`src/rtl/xing_timer.sv`:
```
module xing_timer #(
  parameter int IDX_W = 16,
  parameter int TN_W  = 8,
  localparam int OUT_W = 2*IDX_W + 2
) (
  input  logic                    clk,
  input  logic                    rst_n,
  input  logic                    acq_start,
  input  logic                    strobe,
  input  logic [1:0]              cmp,
  input  logic                    cfg_we,
  input  logic [2:0]              cfg_addr,
  input  logic [IDX_W-1:0]        cfg_wdata,
  input  logic [2:0]              rd_addr,
  output logic [IDX_W-1:0]        rd_data,
  output logic signed [OUT_W-1:0] time_out,
  output logic                    time_valid,
  output logic [1:0]              done_o,
  output logic [1:0]              miss_o
);

  logic [TN_W:0]      cfg [2];
  logic [IDX_W-1:0]   rec_len, interval, scnt;
  logic [IDX_W-1:0]   idx [2];
  logic [TN_W-1:0]    hits [2];
  logic [1:0]         done, miss, prev, edge_ok, found;
  logic               armed, seen;

  wire take = strobe & armed & ~acq_start;
  wire last = take && (scnt == rec_len - 1'b1);

  always_comb begin
    for (int c = 0; c < 2; c++) begin
      edge_ok[c] = take && seen && !done[c] && !miss[c] &&
                   (cmp[c] != prev[c]) && (cmp[c] == cfg[c][TN_W]);
      found[c]   = edge_ok[c] && ((hits[c] + 1'b1) == cfg[c][TN_W-1:0]);
    end
  end

  always_ff @(posedge clk or negedge rst_n) begin
    if (!rst_n) begin
      cfg[0] <= '0; cfg[1] <= '0;
      rec_len <= '0; interval <= '0; scnt <= '0;
      idx[0] <= '0; idx[1] <= '0;
      hits[0] <= '0; hits[1] <= '0;
      done <= '0; miss <= '0; prev <= '0;
      armed <= 1'b0; seen <= 1'b0;
    end else begin
      if (cfg_we) begin
        case (cfg_addr)
          3'd0: cfg[0] <= cfg_wdata[TN_W:0];
          3'd1: cfg[1] <= cfg_wdata[TN_W:0];
          3'd2: rec_len <= cfg_wdata;
          3'd3: interval <= cfg_wdata;
          default: ;
        endcase
      end
      if (acq_start) begin
        armed <= 1'b1;
        seen  <= 1'b0;
        scnt  <= '0;
        for (int c = 0; c < 2; c++) begin
          done[c] <= 1'b0;
          miss[c] <= (cfg[c][TN_W-1:0] == '0);
          hits[c] <= '0;
        end
      end else if (take) begin
        scnt <= scnt + 1'b1;
        seen <= 1'b1;
        prev <= cmp;
        if (last) armed <= 1'b0;
        for (int c = 0; c < 2; c++) begin
          if (edge_ok[c]) hits[c] <= hits[c] + 1'b1;
          if (found[c]) begin
            done[c] <= 1'b1;
            idx[c]  <= scnt;
          end else if (last && !done[c]) begin
            miss[c] <= 1'b1;
          end
        end
      end
    end
  end

  wire signed [IDX_W:0] diff = $signed({1'b0, idx[1]}) - $signed({1'b0, idx[0]});
  assign time_out   = OUT_W'(diff) * OUT_W'($signed({1'b0, interval}));
  assign time_valid = &done;
  assign done_o     = done;
  assign miss_o     = miss;

  always_comb begin
    case (rd_addr)
      3'd0:    rd_data = IDX_W'(cfg[0]);
      3'd1:    rd_data = IDX_W'(cfg[1]);
      3'd2:    rd_data = rec_len;
      3'd3:    rd_data = interval;
      3'd4:    rd_data = idx[0];
      3'd5:    rd_data = idx[1];
      3'd6:    rd_data = IDX_W'({miss, done});
      default: rd_data = '0;
    endcase
  end

endmodule


```
`config.mk`:
```
export PLATFORM = sky130hd
export DESIGN_NAME = xing_timer
export DESIGN_NICKNAME = d
export VERILOG_FILES = /design/src/rtl/xing_timer.sv
export SDC_FILE = /design/constraint.sdc
export NUM_CORES = 1
export LEC_CHECK = 0
export CAP_MARGIN = 0
export CORE_UTILIZATION = 35
export DETAILED_ROUTE_END_ITERATION = 12
export RECOVER_POWER = 25
export SETUP_SLACK_MARGIN = 0.4
export SLEW_MARGIN = 15
export SYNTH_ARGS = -nofsm -noshare
export SYNTH_HDL_FRONTEND = slang
export SYNTH_SLANG_ARGS = --single-unit
```
`constraint.sdc`:
```
create_clock -name clk -period 8.5 [get_ports clk]
set_input_delay 1.7 -clock clk [delete_from_list [all_inputs] [get_ports clk]]
set_output_delay 1.7 -clock clk [all_outputs]
set_load 0.005 [all_outputs]
```
* After elaboration in Yosys (flattened, before gate mapping) *
Index checks and enable logic that the tools add are counted.

storage, ports and cells
  flip-flop bits (word level) = 122
  latch bits = 0
  RAM bits = 0
  bits in read-only memories = 0
  bits of input ports = 29
  memories = 0

cells by class
  add/subtract/negate cells = 5
  multipliers = 1
  div/mod/pow operators = 0
  $lt $le $gt $ge = 0
  eq/ne operators = 18
  shift-type cells = 0
  muxes and demuxes = 22
  bitwise operators = 3
  reduce and logical (&&, ||, !) cells = 45

operators with widths
  operator                                                               count
  16-bit one-hot mux with 7 select lines                                 1
  16-bit two-way mux                                                     4
  17-bit by 17-bit multiplier with 34-bit output                         1
  2-bit AND reduction                                                    11
  16-bit by 16-bit subtractor with 17-bit output                         1
  16-bit by 1-bit adder with 16-bit output, second input constant        1
  8-bit by 1-bit adder with 8-bit output, second input constant          2
  16-bit equality test                                                   1
  8-bit equality test                                                    2
  8-bit logical NOT                                                      2
  8-bit two-way mux                                                      2
  2-bit nonzero test                                                     8
  16-bit by 1-bit subtractor with 16-bit output, second input constant   1
  1-bit logical AND                                                      14
  3-bit by 2-bit equality test with 1-bit output, second input constant  4
  3-bit AND reduction                                                    4
  1-bit two-way mux                                                      11
  3-bit equality test, second input constant                             3
  2-bit two-way mux                                                      4
  3-bit by 1-bit equality test with 1-bit output, second input constant  2
  3-bit logical NOT                                                      2
  1-bit logical NOT                                                      4
  2-bit inequality test, second input constant                           2
  1-bit bitwise AND                                                      2
  other kinds (3)                                                        5

* Longest topological paths before layout *
  depth after elaboration = 11
  gate-level depth with buffers = 33
  mapped depth without buffers = 30

* Worst setup path before layout *
No wires, ideal clock.

  path kind = reg2out
  start point = register idx[2] (netlist name)
  end point = output time_out[33]
  data arrival time = 7.508 ns
  data required time = 6.800 ns
  slack = -0.708 ns
  cell stages (with the launch flop) = 28
  path buffers = 0
  path through = dfrtp_1 -> ha_1 -> nor2b_1 -> o21ai_0 -> a21boi_1 -> o311a_1 -> o21a_1 -> o21a_1 -> or3b_2 -> fa_1 -> fa_1 -> inv_1 -> fa_1 -> inv_1 -> fa_1 -> inv_1 -> fa_1 -> inv_1 -> fa_1 -> inv_1 -> ha_1 -> a21o_1 -> a221o_1 -> a211o_1 -> a41o_1 -> a31oi_1 -> a31oi_1 -> xnor2_1

between the ends
  longest elaborated chain between the ends = 2

ends and longest elaborated chain
  element                                         line  source
  start, declared                                 24    logic [IDX_W-1:0] idx [2];
  start signal, assigned by index                 76    idx[c] <= scnt;
  16-bit by 16-bit subtractor with 17-bit output  85    wire signed [IDX_W:0] diff = $signed({1'b0, idx[1]}) - $signed({1'b0, idx[0]});
  17-bit by 17-bit multiplier with 34-bit output  86    assign time_out = OUT_W'(diff) * OUT_W'($signed({1'b0, interval}));
  end, declared                                   16    output logic signed [OUT_W-1:0] time_out,

Every way passes these cells.

* Final worst setup path *
  start point = register idx[0] (netlist name)
  end point = output time_out[27]

The elaborated chain is that of the path after synthesis.

==> out/qor.yml <==
floorplanning:
  core.rowCount: 83
  dieWidth_um: 231
  start_util_pct: 35.7
  core_mm2: 0.0516
  die_h_um: 231
  dieArea_mm2: 0.0536
  io_pins: 84
setup_path:
  crit_slowest_cell: "fa_1"
  worst_setup_path_end_kind: "output port"
  worst_ep_arrival_time_ps: 7960
  critPathMaxFanout: 3
  crit_path_frequent_cell: "fa_1"
  crit_family: "adder cells"
  cp.required_ps: 6800
  slowest_delay_ps: 490
  path_buf_inv: 9
  path_class: "reg -> out"
  start_kind: "register"
placement:
  dp_hpwl_mm: 39.8
  gp_congestion: 0.855
  io_buffer_count: 83
  place_ws_ps: -1150
clock_network:
  cts_buffers: 17
  clock-sinks: 122
  insertion_delay_ps: 420
  path_clk_slew_ps: 60
  cts_root_buf: "clkbuf_16"
  htreeDepth: 4
  clockBufferDepth: 2
  cts-hold-fix-buffers: 0
  cts_tree: "built"
synthesis:
  ys_seq_area_share_pct: 16.6
  ys_top_cells_by_count: "inv_1, fa_1, nand2_1"
  synth_edf_count: 0
  synth-simple-area-share_pct: 16.1
  synth_fa_ha_area_share_pct: 37.7
  synth.avg_cell_area_um2: 9.30
  ys_types: 71
  synth-seq-cells: 122
  synth_area_leader_cell: "fa_1"
  yosysWarnings: 0
  synth_top_area_share_pct: 30.4
  async_flop_share_pct: 100
  synth_compound_area_share_pct: 7.58
  synth_top_family_by_area: "adder cells"
  yosys.cell_count.top_type: "inv_1"
  synth_xor_area_share_pct: 4.41
  syn_area_mm2: 0.0184
  netlist_top_cells_area: "fa_1, dfrtp_1, inv_1"
  synthMuxAreaShare_pct: 7.81
  synthFlopType: "dfrtp_1"
  synth_nets: 2398
  synthCells: 1982
timing:
  fin_crit_ps: 9660
  grt_setup_unrepaired: "true"
  slew_violations: 159
  max_freq_ghz: 0.103
  period_share_pct: 114
  clock_skew_ps: 9.25
  finalSetupViolations: 21
  fin_ws_ps: -1160
  relSlewSlack_pct: -76.4
  worst_pin_slew_ps: 2650
  finalHoldViolCount: 0
global_route:
  grt_max_degree: 77
  antenna_found_initial: 0
  grt_pass1_vias: 15508
  grt_pass1_wl_mm: 80.4
  grt_overflow: 0
  grt_use_total_pct: 18.6
finish:
  diodes: 0
  num-nets-final: 2707
  final_layout_size_suffix_gt1_share_pct: 25.5
  syn2layout_area_growth_pct: 26.9
routing:
  dr.pass1.iters: 6
  detail-route-antenna-nets: 0
  drtIter0Drc: 967
  routedWlPerCell_um: 16.4
  vias_per_cell: 4.97
  wl_mm: 49.0
  drc_errors: 0
  vias: 14811
hold_path:
  hp-class: "reg -> reg"
run_status:
  violations: "capacitance limit, slew limit, setup timing"
  status: "finished with violations"
job:
  cap_violations: 3
-- stage by stage --
step / area (um^2) / cells / utilization, % / hold WS, ps / TNS, ps
after floorplan: 18700 / 1982 / - / 466 / -1780
after global placement: 21900 / 2909 / 42.3 / 495 / -18880
after detailed placement: 21900 / 2909 / 42.3 / 501 / -19930
after CTS: 23000 / 2968 / 44.7 / 526 / -21600
after global routing: 23400 / 2983 / 45.3 / 559 / -27330
final: 23400 / 2983 / 45.3 / 524 / -19460
-- sequential cells by signal, summed over array words and instances, names as in the netlist --
name      flops
armed         1
cfg          18
done_o        2
hits         16
idx          32
interval     16
miss_o        2
prev          2
rec_len      16
scnt         16
seen          1
-- routing by layer --
layer / vias up / track usage, % / wire length (um)
met5: - / 0 / 0
met4: 0 / 3.99 / 860
met3: 51 / 1.78 / 2170
met2: 366 / 31.6 / 24100
met1: 7488 / 25.7 / 21900
li1: 6906 / - / -
-- cell families (layout without fill, tap and decap cells) --
group,count (synthesis),after routing
flops,122,122
simple gates,578,578
buf+inv,471,792
xor+xnor,92,92
fa+ha+maj,387,387
mux,122,122
compound gates,210,210
-- area by class of cell --
type                       count  area [um^2]
tap                          680          851
clock buffer                  17          425
clock inverter                14          196
multi-input combinational   1389        14300
timing repair buffer         390         3130
fill                        4811        28200
sequential                   122         3050
inverter                     371         1400
-- timing repair --
item	in CTS	in global routing
pin swaps	77	48
setup endpoints to repair	25	26
resized for setup	192	55
buffers inserted	28	15
-- worst register-to-register path, cell delays in order, from the launching register on --
cell and delay (ps):
dfrtp_1 430, inv_1 130, ha_1 380, nand2_1 100
nor4_1 280, a31oi_1 70, nor4_1 340, o211ai_1 180
a2111oi_2 650, o311a_2 230
-- cell usage in the layout (no fill, tap or decap), types with 12 or more instances in the layout --
cell	instances
inv_1	361
buf_4	272
fa_1	269
nand2_1	175
dfrtp_1	122
and2_1	90
ha_1	88
mux2_2	85
nor2_1	82
clkdlybuf4s50_1	52
xnor2_1	49
nor2b_1	40
o21ai_0	36
a21oi_1	35
xor2_1	34
nand2b_1	33
nand3_1	32
buf_6	28
buf_2	24
mux2i_1	23
and3_1	19
clkbuf_16	17
nor3_1	16
ha_4	16
a21o_1	13
o21a_1	12
nand4_1	12
nor4_1	12
a221oi_1	12
-- path summary, 6_finish.rpt --
path / from / endpoint / slack, ps / cells past startpoint
worst max-delay path: idx[0]$_DFFE_PN0P_ / time_out[27] / -1160 / 32
worst min-delay path: seen$_DFFE_PN0P_ / seen$_DFFE_PN0P_ / 520 / 2
worst max register to register: rec_len[0]$_DFFE_PN0P_ / miss_o[0]$_DFFE_PN0P_ / 5650 / 9
worst min register to register: seen$_DFFE_PN0P_ / seen$_DFFE_PN0P_ / 520 / 2
max in group asynchronous: rst_n / idx[27]$_DFFE_PN0P_ / 3400 / 2
min in group asynchronous: rst_n / hits[5]$_DFFE_PN0P_ / 2110 / 1
Power is not shown: default switching activity piles up to over one toggle a cycle in this logic, so the estimate is an artifact.
